<file path="src/rtl/wwd_pkg.sv">
package wwd_pkg;

   // register select decoding on the access port
   typedef enum logic [0:0] {
      REG_CTRL = 1'b0,
      REG_WIN  = 1'b1
   } wwd_reg_e;

   // reasons a reset request can be raised in a cycle
   typedef struct packed {
      logic early;
      logic low_load;
      logic expire;
   } wwd_cause_t;

endpackage

</file>
<file path="src/rtl/wwd_prescaler.sv">
module wwd_prescaler #(
   parameter int unsigned PRESC_W = 14
) (
   input  logic clk_i,
   input  logic rst_ni,
   input  logic halt_i,
   input  logic clear_i,
   output logic tick_o
);

   generate
      if (PRESC_W == 0) begin : g_direct
         // no division: one step per running cycle
         assign tick_o = !halt_i;
      end else begin : g_count
         localparam logic [PRESC_W-1:0] PMAX = '1;
         logic [PRESC_W-1:0] pre_q;

         always_ff @(posedge clk_i or negedge rst_ni) begin
            if (!rst_ni)       pre_q <= '0;
            else if (clear_i)  pre_q <= '0;
            else if (!halt_i)  pre_q <= pre_q + 1'b1;
         end

         assign tick_o = !halt_i && (pre_q == PMAX);

         // a halted prescaler keeps its count
         a_r11_presc_frozen: assert property (@(posedge clk_i) disable iff (!rst_ni)
            halt_i && !clear_i |=> $stable(pre_q));
      end
   endgenerate

endmodule

</file>
<file path="src/rtl/wwd_downcounter.sv">
module wwd_downcounter #(
   parameter int unsigned CNT_W = 7
) (
   input  logic             clk_i,
   input  logic             rst_ni,
   input  logic             restore_i,
   input  logic             load_i,
   input  logic [CNT_W-1:0] load_val_i,
   input  logic             step_i,
   output logic [CNT_W-1:0] cnt_o,
   output logic             expire_o
);

   localparam logic [CNT_W-1:0] CNT_RST = '1;
   localparam logic [CNT_W-1:0] THRESH  = {1'b1, {(CNT_W-1){1'b0}}};

   logic [CNT_W-1:0] cnt_q;

   always_ff @(posedge clk_i or negedge rst_ni) begin
      if (!rst_ni)         cnt_q <= CNT_RST;
      else if (restore_i)  cnt_q <= CNT_RST;
      else if (load_i)     cnt_q <= load_val_i;
      else if (step_i)     cnt_q <= cnt_q - 1'b1;
   end

   // the step that would clear the top bit
   assign expire_o = step_i && (cnt_q == THRESH);
   assign cnt_o    = cnt_q;

   // without a step, load or restore the count is unchanged
   a_r4_cnt_hold: assert property (@(posedge clk_i) disable iff (!rst_ni)
      !step_i && !load_i && !restore_i |=> $stable(cnt_q));

endmodule

</file>
<file path="src/rtl/wwd_regs.sv">
module wwd_regs
   import wwd_pkg::*;
#(
   parameter int unsigned CNT_W  = 7,
   parameter int unsigned DATA_W = 8
) (
   input  logic              clk_i,
   input  logic              rst_ni,
   input  logic              restore_i,
   input  logic              win_we_i,
   input  logic              act_set_i,
   input  logic [CNT_W-1:0]  win_wdata_i,
   input  wwd_reg_e          rd_sel_i,
   input  logic [CNT_W-1:0]  cnt_i,
   output logic              act_o,
   output logic [CNT_W-1:0]  win_o,
   output logic [DATA_W-1:0] rdata_o
);

   localparam logic [CNT_W-1:0] WIN_RST = '1;

   logic             act_q;
   logic [CNT_W-1:0] win_q;

   always_ff @(posedge clk_i or negedge rst_ni) begin
      if (!rst_ni)         act_q <= 1'b0;
      else if (restore_i)  act_q <= 1'b0;
      else if (act_set_i)  act_q <= 1'b1;
   end

   always_ff @(posedge clk_i or negedge rst_ni) begin
      if (!rst_ni)         win_q <= WIN_RST;
      else if (restore_i)  win_q <= WIN_RST;
      else if (win_we_i)   win_q <= win_wdata_i;
   end

   always_comb begin
      rdata_o = '0;
      if (rd_sel_i == REG_CTRL) begin
         rdata_o[CNT_W]     = act_q;
         rdata_o[CNT_W-1:0] = cnt_i;
      end else begin
         rdata_o[CNT_W-1:0] = win_q;
      end
   end

   assign act_o = act_q;
   assign win_o = win_q;

   // software has no way to clear the activation bit
   a_r3_act_one_way: assert property (@(posedge clk_i) disable iff (!rst_ni)
      act_q && !restore_i |=> act_q);

endmodule

</file>
<file path="src/rtl/win_watchdog.sv">
module win_watchdog
   import wwd_pkg::*;
#(
   parameter int unsigned CNT_W   = 7,
   parameter int unsigned PRESC_W = 14,
   parameter int unsigned DATA_W  = 8
) (
   input  logic              clk_i,
   input  logic              rst_ni,
   input  logic              hw_force_i,
   input  logic              halt_i,
   input  logic              reg_we_i,
   input  logic              reg_sel_i,
   input  logic [DATA_W-1:0] reg_wdata_i,
   output logic [DATA_W-1:0] reg_rdata_o,
   output logic              wdog_req_o
);

   localparam int unsigned     ACT_BIT = CNT_W;
   localparam int unsigned     TOP_BIT = CNT_W - 1;
   localparam logic [CNT_W-1:0] THRESH = {1'b1, {(CNT_W-1){1'b0}}};

   generate
      if (CNT_W < 2) begin : g_bad_cnt
         $error("win_watchdog: CNT_W must be at least 2");
      end
      if (DATA_W < CNT_W + 1) begin : g_bad_data
         $error("win_watchdog: DATA_W must hold the counter plus the activation bit");
      end
   endgenerate

   wwd_reg_e         sel;
   logic             ctrl_wr, win_wr;
   logic             act_q, active, arm_after;
   logic [CNT_W-1:0] cnt_q, win_q;
   logic             tick, step, expire, trip, load, act_set;
   wwd_cause_t       cause;
   logic             req_q;

   assign sel       = wwd_reg_e'(reg_sel_i);
   assign ctrl_wr   = reg_we_i && (sel == REG_CTRL);
   assign win_wr    = reg_we_i && (sel == REG_WIN);
   assign active    = hw_force_i || act_q;
   assign arm_after = active || reg_wdata_i[ACT_BIT];

   // refresh before the window opens
   assign cause.early    = ctrl_wr && active && (cnt_q > win_q);
   // refresh that would leave an already-expired count
   assign cause.low_load = ctrl_wr && !cause.early && arm_after && !reg_wdata_i[TOP_BIT];
   assign cause.expire   = expire;
   assign trip           = |cause;

   // a write in the same cycle as a prescaler wrap takes precedence
   assign step    = tick && active && !ctrl_wr;
   assign load    = ctrl_wr && !trip;
   assign act_set = load && reg_wdata_i[ACT_BIT];

   wwd_prescaler #(.PRESC_W(PRESC_W)) u_presc (
      .clk_i   (clk_i),
      .rst_ni  (rst_ni),
      .halt_i  (halt_i),
      .clear_i (load || trip),
      .tick_o  (tick)
   );

   wwd_downcounter #(.CNT_W(CNT_W)) u_cnt (
      .clk_i      (clk_i),
      .rst_ni     (rst_ni),
      .restore_i  (trip),
      .load_i     (load),
      .load_val_i (reg_wdata_i[CNT_W-1:0]),
      .step_i     (step),
      .cnt_o      (cnt_q),
      .expire_o   (expire)
   );

   wwd_regs #(.CNT_W(CNT_W), .DATA_W(DATA_W)) u_regs (
      .clk_i       (clk_i),
      .rst_ni      (rst_ni),
      .restore_i   (trip),
      .win_we_i    (win_wr),
      .act_set_i   (act_set),
      .win_wdata_i (reg_wdata_i[CNT_W-1:0]),
      .rd_sel_i    (sel),
      .cnt_i       (cnt_q),
      .act_o       (act_q),
      .win_o       (win_q),
      .rdata_o     (reg_rdata_o)
   );

   always_ff @(posedge clk_i or negedge rst_ni) begin
      if (!rst_ni) req_q <= 1'b0;
      else         req_q <= trip;
   end

   assign wdog_req_o = req_q;

   // stepping down from the threshold raises a request next cycle
   a_r6_expire_req: assert property (@(posedge clk_i) disable iff (!rst_ni)
      tick && active && !reg_we_i && (cnt_q == THRESH) |=> wdog_req_o);

   // a refresh above the window is punished, not loaded
   a_r7_early_req: assert property (@(posedge clk_i) disable iff (!rst_ni)
      ctrl_wr && active && (cnt_q > win_q) |=> wdog_req_o);

   // an in-window refresh with the top bit set loads the data quietly
   a_r8_valid_load: assert property (@(posedge clk_i) disable iff (!rst_ni)
      ctrl_wr && active && (cnt_q <= win_q) && reg_wdata_i[TOP_BIT]
      |=> !wdog_req_o && (cnt_q == $past(reg_wdata_i[CNT_W-1:0])));

   // the request cycle shows all state back at its reset values
   a_r12_restored: assert property (@(posedge clk_i) disable iff (!rst_ni)
      wdog_req_o |-> (cnt_q == '1) && (win_q == '1) && !act_q);

   // under the strap the counter steps even with the activation bit clear
   a_r10_strap_runs: assert property (@(posedge clk_i) disable iff (!rst_ni)
      hw_force_i && !act_q && tick && !reg_we_i && (cnt_q != THRESH)
      |=> cnt_q == $past(cnt_q) - 1'b1);

   // idle and disabled means no request
   a_r4_idle_quiet: assert property (@(posedge clk_i) disable iff (!rst_ni)
      !hw_force_i && !act_q && !reg_we_i |=> !wdog_req_o);

endmodule

</file>
<file path="config.mk">
export PLATFORM = sky130hd
export DESIGN_NAME = win_watchdog
export DESIGN_NICKNAME = d
export VERILOG_FILES = /design/src/rtl/wwd_pkg.sv /design/src/rtl/wwd_prescaler.sv /design/src/rtl/wwd_downcounter.sv /design/src/rtl/wwd_regs.sv /design/src/rtl/win_watchdog.sv
export SDC_FILE = /design/constraint.sdc
export NUM_CORES = 1
export LEC_CHECK = 0
export BUFFER_PORTS_ARGS = -buffer_cell sky130_fd_sc_hd__buf_4
export CELL_PAD_IN_SITES_DETAIL_PLACEMENT = 2
export CELL_PAD_IN_SITES_GLOBAL_PLACEMENT = 2
export CORE_MARGIN = 2
export CORE_UTILIZATION = 38
export CTS_CLUSTER_DIAMETER = 150
export DETAILED_ROUTE_END_ITERATION = 8
export HOLD_SLACK_MARGIN = 0.03
export PLACE_DENSITY = 0.84
export SYNTH_ARGS = -nofsm -noshare
export SYNTH_HDL_FRONTEND = slang
export SYNTH_SLANG_ARGS = --single-unit
export TNS_END_PERCENT = 1
</file>
<file path="constraint.sdc">
create_clock -name clk_i -period 6.1 [get_ports clk_i]
set_input_delay 0.305 -clock clk_i [delete_from_list [all_inputs] [get_ports clk_i]]
set_output_delay 0.305 -clock clk_i [all_outputs]
set_load 0.02 [all_outputs]
</file>
* After elaboration in Yosys (flattened, before gate mapping)
Cells that the tools add are included.
** Storage, ports and cells
- Register bits after elaboration :: 30
- Bits of input ports :: 14
- Output and inout port bits :: 9
- Word-level logic and storage cells :: 48
** Cells by class
- $add $sub $neg :: 2
- Order comparisons :: 1
- Equal/unequal tests :: 3
- Multiplexer cells :: 11
- Bitwise gates (word level) :: 1
- Reductions and logical operators :: 25
** Operator list (count)
- $mux W7 :: 6
- $mux W14 :: 2
- $add A14 B1 Y14 const B :: 1
- $eq A14 B14 Y1 const B :: 1
- $logic_and A1 B1 Y1 :: 13
- $eq A7 B7 Y1 const B :: 1
- $gt A7 B7 Y1 :: 1
- $sub A7 B1 Y7 const B :: 1
- $logic_not A1 Y1 :: 5
- $reduce_bool A2 Y1 :: 2
- $logic_or A1 B1 Y1 :: 3
- $mux W1 :: 3
- $reduce_bool A3 Y1 :: 1
- $reduce_or A3 Y1 :: 1
- $ne A2 B1 Y1 const B :: 1
- $not A1 Y1 :: 1

* Longest topological paths before layout
Gate-level depths: netlist of the first run.
- Word-level depth :: 14
- Depth in mapped cells :: 7
- Mapped depth without buffers :: 7

* Cells and area by module
Synthesis of the first run repeated with hierarchy kept, for this count alone.
** Second synthesis, totals
- Cell total of the unflattened synthesis :: 197
- Area, all modules :: 1943.1 sq um
** By module, submodules not included
- wwd_prescaler :: instances 1, cells each 75, area each 708.2 sq um, sequential area each 350.3 sq um
- wwd_downcounter :: instances 1, cells each 50, area each 528.0 sq um, sequential area each 183.9 sq um
- wwd_regs :: instances 1, cells each 35, area each 431.7 sq um, sequential area each 209.0 sq um
- win_watchdog :: instances 1, cells each 37, area each 275.3 sq um, sequential area each 25.0 sq um

* Least setup slack after synthesis of the first run
No wires, ideal clock.
- Kind :: register to register
- Start :: register u_cnt.cnt_q[6], in the netlist u_cnt.cnt_o[6]
- End :: register u_regs.act_q, in the netlist u_regs.act_o
- Library setup time :: 0.124 ns
- Data arrival time :: 1.809 ns
- Required time :: 5.976 ns
- Setup slack :: 4.167 ns
- Stages on the path, launching flop included :: 6
- Buffers on the path :: 0
- Clock period less this slack :: 1.933 ns
- Cells stage by stage :: dfstp_2 > or3b_1 > or4_4 > o21ai_4 > a21oi_2 > nor2b_4
** On the way
- Word-level cells in the longest chain between the ends :: 11
- Elaborated cells on any way between the ends :: 14
- Those cells by class :: order compare: 1; eq/ne: 1; mux: 1; reduce/logical: 11
** RTL lines
- from (decl) :: line wwd_downcounter.sv:17 : logic [CNT_W-1:0] cnt_q;
- from (signal assigned) :: line wwd_downcounter.sv:22 : else if (load_i) cnt_q <= load_val_i;
- from (signal assigned) :: line wwd_downcounter.sv:23 : else if (step_i) cnt_q <= cnt_q - 1'b1;
- $gt A7 B7 Y1 :: line win_watchdog.sv:47 : assign cause.early = ctrl_wr && active && (cnt_q > win_q);
- $logic_and A1 B1 Y1 :: line win_watchdog.sv:47
- $logic_not A1 Y1 :: line win_watchdog.sv:49 : assign cause.low_load = ctrl_wr && !cause.early && arm_after && !reg_wdata_i[TOP_BIT];
- $logic_and A1 B1 Y1 (3 in series) :: line win_watchdog.sv:49
- $reduce_or A3 Y1 * :: line win_watchdog.sv:51 : assign trip = |cause;
- $logic_not A1 Y1 :: line win_watchdog.sv:55 : assign load = ctrl_wr && !trip;
- $logic_and A1 B1 Y1 :: line win_watchdog.sv:55
- $logic_and A1 B1 Y1 :: line win_watchdog.sv:56 : assign act_set = load && reg_wdata_i[ACT_BIT];
- $reduce_bool A2 Y1 (no source line)
- to (signal assigned) :: line wwd_regs.sv:26 : if (!rst_ni) act_q <= 1'b0;
- to (signal assigned) :: line wwd_regs.sv:27 : else if (restore_i) act_q <= 1'b0;
- to (signal assigned) :: line wwd_regs.sv:28 : else if (act_set_i) act_q <= 1'b1;
- to (decl) :: line wwd_regs.sv:22 : logic act_q;
Every way passes the cells marked *; elsewhere a longest branch is shown, timed or not.
A chain may end at the register's enable or synchronous reset.

* Final worst setup path of the first run
Ends and elaborated chain as after synthesis.

==> impl_metrics.py, run 1 <==
metrics = {
    "power_and_ir_drop": {
        "p_comb_share_pct": 24.0,
        "p_seq_share_pct": 42.3,
        "internal_power_uw": 436,
        "power_density_mw_per_mm2": 297,
        "p_clk_share_pct": 33.6,
        "p_sw_share_pct": 29.8,
        "vdd_ir_drop_max_mv": 0.155,
        "p_leak_uw": 0.000923,
        "switchingPower_uw": 185,
    },
    "global_route": {
        "grt_start_max_net_pins": 31,
        "antenna_found_initial": 0,
        "grt_pass1_wl_mm": 8.42,
        "grt_use_total_pct": 21.7,
        "grt_pass1_vias": 1633,
        "grt_overflow": 0,
    },
    "setup_path": {
        "arrival_ns": 2.53,
        "cp-start-kind": "flip-flop",
        "endpoint_kind": "flip-flop",
        "crit_path_max_fanout": 19,
        "critPathKind": "flip-flop to flip-flop",
        "cp.required_ns": 6.27,
    },
    "layout": {
        "drive_above_1_share_pct": 25.5,
        "syn_to_final_growth_pct": 19.2,
        "multiInputGateArea_um2": 921,
        "final_nets": 230,
        "nFillCells": 475,
        "layout_common_cells": "22 x nor2_1, 22 x buf_4, 16 x nand2_1, 16 x dfrtp_1, 14 x dfstp_2",
        "final_cells": 260,
        "design_area_mm2": 0.00209,
        "antennaDiodeCount": 0,
        "post-route-util_pct": 47.4,
        "regArea_um2": 768,
    },
    "cts": {
        "insertion_delay_ns": 0.28,
        "cts_root_buf": "clkbuf_8",
        "clockBufferDepth": 2,
        "cts_tree": "done",
        "clock-sinks": 30,
        "cts_buffers": 5,
        "htreeDepth": 2,
        "clk_pin_slew_ns": 0.07,
        "ctsResizeCount": 0,
    },
    "timing": {
        "final_max_slew_viol_count": 0,
        "fin_crit_sh_pct": 38.7,
        "max_slew_margin_pct": 50.8,
        "tightestPinTransition_ns": 0.737,
        "hold_viol_final": 0,
        "skew_ns": 0.00877,
        "fmax_mhz": 424,
        "tns_ns": 0,
        "setup_viol": 0,
        "layout_setup_ws_ns": 3.74,
        "post-route-min-period_ns": 2.36,
        "rsz0062_at_grt": "no",
    },
    "routing": {
        "drt-pass1-iter-count": 4,
        "wl_per_cell_um": 19.0,
        "num_vias": 1443,
        "viasPerCell": 5.55,
        "wl_mm": 4.95,
        "drc_errors": 0,
        "drt_iter0_markers": 60,
        "detail-route-antenna-nets": 0,
    },
    "synthesis": {
        "synth-main-ff-cell": "dfrtp_1",
        "synth_area_per_cell_um2": 9.69,
        "ys_warn_count": 0,
        "synth_seq_cells": 30,
        "syn_area_mm2": 0.00175,
        "synth_seq_area_share_pct": 43.8,
        "syn_nets": 204,
        "synth-edff-count": 0,
        "synth.distinct_cells": 43,
        "syn_inst": 181,
        "synth-async-reset-ratio_pct": 100,
    },
    "floorplan": {
        "die_area_mm2": 0.00518,
        "die_w_um": 71.9,
        "initial_utilization_pct": 39.7,
        "core_area_mm2": 0.00441,
        "boundaryPins": 23,
        "die_y_um": 71.9,
        "num_rows": 24,
    },
    "place": {
        "dp_cells": 251,
        "portBuffers": 22,
        "hpwl_mm": 3.74,
        "pre_cts_slack_ns": 3.71,
        "gp_congestion": 0.782,
        "placed_area_mm2": 0.00196,
    },
    "outcome": {
        "status": "finished, final reports clean",
    },
    "job": {
        "maxCapViolCount": 0,
    },
    "min_path": {
        "hold_path.class": "input port to flip-flop",
    },
}
[cells in the mapped netlist, drive strengths merged, types with 3 or more instances]
cell type / instances / share of area [%]
a21oi: 8 / 2.5
and2: 3 / 1.1
dfrtp: 16 / 23
dfstp: 14 / 21
ha: 9 / 6.4
inv: 12 / 2.6
mux2: 5 / 3.2
nand2: 16 / 3.4
nand3: 3 / 0.86
nand4: 6 / 2.1
nor2: 22 / 4.7
nor2b: 4 / 1.9
nor3: 4 / 1.1
o211ai: 7 / 3.0
o21ai: 7 / 2.6
xnor2: 6 / 3.0
xor2: 9 / 4.5
[final cells by class]
| type | instances | area share, % |
|---|---|---|
| clock buffers | 7 | 4.13 |
| flip-flops and latches | 30 | 36.7 |
| multi-input cells | 135 | 44.0 |
| repair buffers | 23 | 8.38 |
| well taps | 52 | 3.11 |
| inverters | 12 | 2.15 |
| clock inverters | 1 | 1.44 |
[repair_timing]
item	CTS	global route
hold buffers	1	0
buffers inserted	0	0
hold endpoints to repair	16	0
[worst paths after layout]
check	from	end	slack, ns	depth (start not counted)
worst max-delay path	u_cnt.cnt_o[6]$_DFFE_PN1P_	u_regs.act_o$_DFFE_PN0P_	3.74	5
worst min register to register	u_regs.win_o[0]$_DFFE_PN1P_	u_regs.win_o[0]$_DFFE_PN1P_	0.53	2
worst min-delay path	reg_wdata_i[1]	u_cnt.cnt_o[1]$_DFFE_PN1P_	0.26	2
max in group asynchronous	rst_ni	u_cnt.cnt_o[2]$_DFFE_PN1P_	5.27	2
min in group asynchronous	rst_ni	u_presc.g_count.pre_q[13]$_DFFE_PN0P_	0.50	2
worst max register to register	u_cnt.cnt_o[6]$_DFFE_PN1P_	u_regs.act_o$_DFFE_PN0P_	3.74	5
[through the flow]
| step | hold WS, ns | power, uW |
|---|---|---|
| after detailed placement | 0.267 | 416 |
| final | 0.262 | 620 |
| after CTS | 0.257 | 630 |
| after global placement | 0.257 | 399 |
| after global routing | 0.261 | 659 |
| after floorplan | 0.00941 | 352 |
[metal layers]
| metal | share of wire, % | track usage, % | up-vias | routed length, um |
|---|---|---|---|---|
| met4 | 1.7 | 6.92 | 0 | 85 |
| met3 | 2.6 | 4.44 | 7 | 129 |
| met5 | 0 | 0 | - | 0 |
| met2 | 49 | 36.6 | 20 | 2440 |
| li1 | - | - | 688 | - |
| met1 | 46 | 27.9 | 728 | 2290 |
[flip-flops by register name, indices dropped and copies added (netlist names)]
name / count
u_cnt.cnt_o: 7
u_presc.g_count.pre_q: 14
u_regs.act_o: 1
u_regs.win_o: 7
wdog_req_o: 1
[worst max-delay path, cell delays in order (launching register included)]
cell and delay [ns]:
dfstp_2 0.56, or3b_1 0.35, or4_4 0.43, o21ai_4 0.45, a21oi_2 0.26, nor2b_4 0.19
[power groups by stage]
stage | combinational [uW] | clock (uW) | sequential, uW
after floorplan | 95.2 | 0 | 256
after global placement | 138 | 0 | 261
after detailed placement | 149 | 0 | 266
after CTS | 152 | 215 | 263
after global routing | 166 | 226 | 267
final | 149 | 209 | 262
[cell families after synthesis]
logic type | after synthesis | synth area share (%)
compound gates | 31 | 12.6
mux | 6 | 3.78
fa+ha+maj | 9 | 6.42
simple gates | 74 | 22.2
flops | 30 | 43.8
xor+xnor | 15 | 7.49
buf+inv | 16 | 3.71
Note: power is estimated with default switching activity, not from simulation.
==> inputs of run 2 (changes only) <==
Settings changed: ABC_AREA set to 1, CORE_UTILIZATION 38 to 34, PLACE_DENSITY 0.84 to 0.8.
Clock period 6.1 ns to 2.3 ns, I/O delays scaled along.
==> run 2 against run 1 <==
Maximum frequency is 9.6% higher. Critical path depth is 6 higher. Wire length is 30% higher. Clock-buffer cell count stayed put. Clock skew is 0.0037 ns higher. Power grew to 4.1 times the previous value. Register-to-register slack worse by 3.6 ns. Combinational power grew to 8.1 times the previous value. Worst setup slack worse by 3.6 ns. Via count is 27% higher. Final cell count is 41% higher. Core utilization is 3.9 points lower. Critical endpoint is now u_presc.g_count.pre_q[1]$_DFFE_PN0P_. Highest routed layer unchanged.
==> impl_metrics.py, run 2 <==
metrics = {
    "outcome": {
        "status": "finished, final reports clean",
    },
    "setup_path": {
        "cp.required_ns": 2.52,
        "arrival_ns": 2.37,
        "endpoint_kind": "flip-flop",
        "crit_path_max_fanout": 16,
        "reg2reg_setup_slack_ns": 0.15,
        "cp-start-kind": "flip-flop",
        "critPathKind": "flip-flop to flip-flop",
    },
    "synthesis": {
        "synth-edff-count": 0,
        "synth_seq_area_share_pct": 38.7,
        "syn_inst": 255,
        "yosys-top-cells-area": "dfrtp_1 20%, dfstp_2 19%, nand2_1 11%",
        "synth-async-reset-ratio_pct": 100,
        "synth_commonest_cells": "59 x nand2_1, 29 x inv_1, 27 x nor2_1, 17 x a21oi_1, 16 x dfrtp_1",
        "synth.most_common_cell": "nand2_1",
        "synth-main-ff-cell": "dfrtp_1",
        "netlist.area_leader.share_pct": 20.2,
        "syn_nets": 278,
        "ys_warn_count": 0,
        "syn_area_mm2": 0.00199,
        "synth_seq_cells": 30,
        "synth_top_area_cell": "dfrtp_1",
        "synth.distinct_cells": 32,
        "synth_area_per_cell_um2": 7.79,
    },
    "place": {
        "gp_congestion": 0.812,
        "hpwl_mm": 4.44,
        "placed_area_mm2": 0.00222,
        "portBuffers": 22,
    },
    "timing": {
        "setup_viol": 0,
        "hold_viol_final": 0,
        "fin_crit_sh_pct": 93.6,
        "tightestPinTransition_ns": 0.410,
        "final_max_slew_viol_count": 0,
        "skew_ns": 0.0124,
        "max_slew_margin_pct": 72.7,
        "hold_slack_ns": 0.0684,
        "post-route-min-period_ns": 2.15,
        "fmax_mhz": 464,
    },
    "routing": {
        "detail-route-antenna-nets": 0,
        "wl_mm": 6.44,
        "viasPerCell": 5.02,
        "drt-pass1-iter-count": 4,
        "num_vias": 1837,
        "drt_iter0_markers": 83,
        "wl_per_cell_um": 17.6,
        "drc_errors": 0,
    },
    "cts": {
        "insertion_delay_ns": 0.29,
        "cts_buffers": 5,
        "clockBufferDepth": 2,
        "cts_root_buf": "clkbuf_8",
        "htreeDepth": 2,
        "cts_tree": "done",
        "clk_pin_slew_ns": 0.08,
        "clock-sinks": 30,
    },
    "power_and_ir_drop": {
        "power_density_mw_per_mm2": 1040,
        "switchingPower_uw": 1070,
        "p_leak_uw": 0.00118,
        "p_seq_share_pct": 34.2,
        "p_clk_share_pct": 18.2,
        "p_sw_share_pct": 42.4,
        "internal_power_uw": 1460,
        "vdd_ir_drop_max_mv": 0.354,
        "p_comb_share_pct": 47.6,
    },
    "floorplan": {
        "core_area_mm2": 0.00557,
        "initial_utilization_pct": 35.6,
        "boundaryPins": 23,
        "die_y_um": 80.4,
        "die_area_mm2": 0.00647,
        "num_rows": 27,
        "die_w_um": 80.4,
    },
    "layout": {
        "design_area_mm2": 0.00242,
        "drive_above_1_share_pct": 29.6,
        "syn_to_final_growth_pct": 22.0,
        "multiInputGateArea_mm2": 0.00109,
        "largest-register": "u_presc.g_count.pre_q",
        "regArea_um2": 768,
        "largest_reg_flops": 14,
        "post-route-util_pct": 43.5,
        "nFillCells": 645,
        "final_nets": 316,
        "antennaDiodeCount": 0,
        "layout_common_cells": "58 x nand2_1, 34 x buf_4, 27 x inv_1, 27 x nor2_1",
        "mostFrequentLayoutCell": "nand2_1",
    },
    "global_route": {
        "grt_pass1_vias": 1964,
        "grt_use_total_pct": 21.2,
        "grt_start_max_net_pins": 31,
        "grt_overflow": 0,
        "grt_pass1_wl_mm": 10.3,
        "antenna_found_initial": 0,
    },
    "min_path": {
        "hold_path.class": "input port to flip-flop",
    },
    "job": {
        "maxCapViolCount": 0,
    },
}
## run 2: cell count changes in the layout (fill, tap and decap cells not counted), moves of 9 or more
cell     previous run  this run
nand3_1             3        13
nand2_1            16        58
a21oi_1             7        16
inv_1              12        27
buf_4              22        34
nor2_2              0        11
## run 2: final cells by class
cell class | instances | share of cell area, %
well taps | 72 | 3.72
flip-flops and latches | 30 | 31.7
clock inverters | 1 | 0.206
inverters | 32 | 4.95
repair buffers | 35 | 10.9
clock buffers | 7 | 3.56
multi-input cells | 189 | 44.9
## run 2: worst paths after layout
path,startpoint,endpoint,cells past startpoint
worst max register to register,u_regs.win_o[6]$_DFFE_PN1P_,u_presc.g_count.pre_q[1]$_DFFE_PN0P_,11
worst min-delay path,reg_wdata_i[3],u_regs.win_o[3]$_DFFE_PN1P_,3
max in group asynchronous,rst_ni,u_cnt.cnt_o[4]$_DFFE_PN1P_,2
min in group asynchronous,rst_ni,u_presc.g_count.pre_q[11]$_DFFE_PN0P_,2
worst min register to register,u_cnt.cnt_o[6]$_DFFE_PN1P_,u_cnt.cnt_o[6]$_DFFE_PN1P_,2
worst max-delay path,u_regs.win_o[6]$_DFFE_PN1P_,u_presc.g_count.pre_q[1]$_DFFE_PN0P_,11
## run 2: worst max-delay path: stages, from the launching register on
cell     delay (ns)
dfstp_2        0.53
inv_1          0.05
ha_1           0.29
nand2_1        0.08
nor2_1         0.16
a21oi_1        0.14
nand2_2        0.12
nand2_2        0.09
nor2_8         0.23
nand2_8        0.13
buf_4          0.17
a21oi_2        0.10
## run 2: logic make-up after synthesis
group           Yosys count  share of synthesized area, %
fa+ha+maj                 9                          5.67
xor+xnor                 11                          4.85
flops                    30                          38.7
simple gates            136                          33.8
buf+inv                  36                          8.12
compound gates           33                          8.94
## run 2: timing repair
item / CTS / global route
setup endpoints to repair: 1 / 19
pin swaps: 0 / 3
hold buffers: 1 / 0
resized for setup: 1 / 7
setup buffers: 0 / 10
hold endpoints to repair: 16 / 0
## run 2: layer usage
layer | up-vias | share of wire (%) | GRT usage (%)
li1 | 889 | - | -
met1 | 910 | 47 | 27.8
met2 | 31 | 50 | 35.3
met3 | 7 | 3.0 | 4.04
met4 | 0 | 0.84 | 6.27
met5 | - | 0 | 0
## run 2: stage by stage
stage	setup TNS, ns	total power, uW	setup WS [ns]	cells
4_1_cts	0	2420	0.0411	356
2_1_floorplan	0	1550	0.458	255
6_report	0	2530	0.147	366
3_3_place_gp	0	1870	0.240	347
5_1_grt	-0.00708	2750	-0.00708	366
3_5_place_dp	0	1920	0.0847	347
## run 2: power groups by stage
| stage | registers, uW | clock network (uW) | logic [uW] |
|---|---|---|---|
| after floorplan | 840 | 0 | 715 |
| after detailed placement | 866 | 0 | 1060 |
| after CTS | 858 | 478 | 1090 |
| after global placement | 856 | 0 | 1010 |
| final | 865 | 461 | 1210 |
| after global routing | 886 | 502 | 1360 |
==> inputs of run 3 (changes only) <==
Settings changed: CORE_ASPECT_RATIO set to 1.5.
==> run 3 against run 2 <==
Sequential power is 0.5% lower. Wire length is 9.9% lower. Core utilization is 3.1 points lower. Sequential share of layout area is 1.4 points higher. Non-clock buffer count is 10 lower. First-iteration DRC count is 47% lower. Critical path type unchanged. Highest routed layer unchanged.
==> impl_metrics.py, run 3 (synthesis results as in run 2) <==
metrics = {
    "outcome": {
        "status": "finished, final reports clean",
    },
    "power_and_ir_drop": {
        "p_leak_uw": 0.00112,
        "power.total_uw": 2360,
        "power_density_mw_per_mm2": 1020,
        "vdd_ir_drop_max_mv": 0.430,
    },
    "setup_path": {
        "r2r-end": "u_cnt.cnt_o[2]$_DFFE_PN1P_",
        "cp-start-kind": "flip-flop",
        "crit_path_max_fanout": 17,
        "arrival_ns": 2.36,
        "reg2reg_depth": 12,
        "endpoint_kind": "flip-flop",
        "critPathKind": "flip-flop to flip-flop",
        "reg2reg_setup_slack_ns": 0.15,
        "r2r_start": "u_regs.win_o[6]$_DFFE_PN1P_",
        "cp.required_ns": 2.51,
    },
    "timing": {
        "fin_crit_sh_pct": 93.4,
        "setup_viol": 0,
        "hold_slack_ns": 0.0629,
        "post-route-min-period_ns": 2.15,
        "fmax_mhz": 466,
        "final_max_slew_viol_count": 0,
        "rsz0062_at_grt": "yes",
        "hold_viol_final": 0,
        "skew_ns": 0.0116,
        "tightestPinTransition_ns": 0.399,
        "max_slew_margin_pct": 73.4,
    },
    "layout": {
        "final_nets": 306,
        "largest_reg_flops": 14,
        "largest-register": "u_presc.g_count.pre_q",
        "layout_common_cells": "59 x nand2_1, 28 x inv_1, 26 x nor2_1",
        "regArea_um2": 768,
        "syn_to_final_growth_pct": 16.8,
        "drive_above_1_share_pct": 26.1,
        "antennaDiodeCount": 0,
        "multiInputGateArea_mm2": 0.00106,
        "mostFrequentLayoutCell": "nand2_1",
        "nFillCells": 709,
        "post-route-util_pct": 40.4,
    },
    "min_path": {
        "hold_end": "u_regs.win_o[2]$_DFFE_PN1P_",
        "hold_path.class": "input port to flip-flop",
        "min_from": "reg_wdata_i[2]",
        "holdPathStages": 3,
    },
    "floorplan": {
        "initial_utilization_pct": 34.6,
        "core_area_mm2": 0.00574,
        "num_rows": 34,
        "die_y_um": 97.6,
        "boundaryPins": 23,
        "die_area_mm2": 0.00648,
        "die_w_um": 66.4,
    },
    "cts": {
        "clock-sinks": 30,
        "cts_tree": "done",
        "insertion_delay_ns": 0.29,
        "htreeDepth": 2,
        "cts_root_buf": "clkbuf_8",
        "clockBufferDepth": 2,
        "cts_setup_buffers": 0,
        "clk_pin_slew_ns": 0.07,
        "cts_buffers": 5,
    },
    "routing": {
        "drc_errors": 0,
        "drt_iter0_markers": 44,
        "drt-pass1-iter-count": 3,
        "detail-route-antenna-nets": 0,
        "num_vias": 1763,
        "wl_mm": 5.80,
        "wl_per_cell_um": 16.3,
        "viasPerCell": 4.95,
    },
    "place": {
        "portBuffers": 22,
        "hpwl_mm": 4.59,
        "gp_congestion": 0.845,
    },
    "job": {
        "maxCapViolCount": 0,
    },
    "global_route": {
        "grt_pass1_wl_mm": 9.86,
        "grt_use_total_pct": 20.1,
        "antenna_found_initial": 0,
        "grt_overflow": 0,
        "grt_start_max_net_pins": 31,
        "grt_pass1_vias": 1951,
    },
}
run 3: area by class of cell:
type | instances | share of cell area (%)
inverter | 32 | 5.18
tap | 72 | 3.88
multi-input combinational | 189 | 45.7
clock inverter | 1 | 0.216
sequential | 30 | 33.1
timing repair buffer | 25 | 8.20
clock buffer | 7 | 3.72
run 3: repair_timing:
action | 4_1_cts | 5_1_grt
hold endpoints to repair | 16 | 0
resized for setup | 0 | 2
endpoints found under the setup margin | 0 | 15
hold buffers | 1 | 0
run 3: through the flow:
stage	setup WS, ns	instances	instance area, um^2	TNS [ns]
CTS	0.132	356	2320	0
floorplan	0.458	255	1990	0
finish	0.153	356	2320	0
detailed placement	0.151	347	2220	0
global placement	0.194	347	2220	0
global route	-0.0606	356	2320	-0.423
run 3: report_power, final:
part	internal [uW]	switching [uW]	total, uW
clock	241	205	446
sequential	742	119	861
combinational	391	663	1050
total	1370	987	2360
run 3: worst max path at each step:
stage	end	depth (start not counted)	from
4_1_cts	u_presc.g_count.pre_q[11]$_DFFE_PN0P_	10	u_regs.win_o[6]$_DFFE_PN1P_
3_5_place_dp	u_cnt.cnt_o[2]$_DFFE_PN1P_	11	u_regs.win_o[6]$_DFFE_PN1P_
5_1_grt	u_regs.win_o[1]$_DFFE_PN1P_	11	u_regs.win_o[6]$_DFFE_PN1P_
2_1_floorplan	u_presc.g_count.pre_q[1]$_DFFE_PN0P_	12	u_regs.win_o[6]$_DFFE_PN1P_
6_report	u_cnt.cnt_o[2]$_DFFE_PN1P_	12	u_regs.win_o[6]$_DFFE_PN1P_
3_3_place_gp	u_presc.g_count.pre_q[11]$_DFFE_PN0P_	10	u_regs.win_o[5]$_DFFE_PN1P_
run 3: worst max-delay path: stages, from the launching register on:
cell	delay [ns]
dfstp_2	0.53
inv_1	0.05
ha_1	0.28
nand2_1	0.11
inv_1	0.05
a21oi_1	0.16
nand2_1	0.10
nand2_1	0.10
nand2_2	0.09
nor2_8	0.17
nand2_4	0.18
o21bai_1	0.17
nand2_1	0.06
run 3: metal layers:
layer	global-route usage (%)	share of wire, %
met5	0	0
met4	5.97	1.8
met3	3.13	1.6
met2	37.1	55
met1	23.0	41
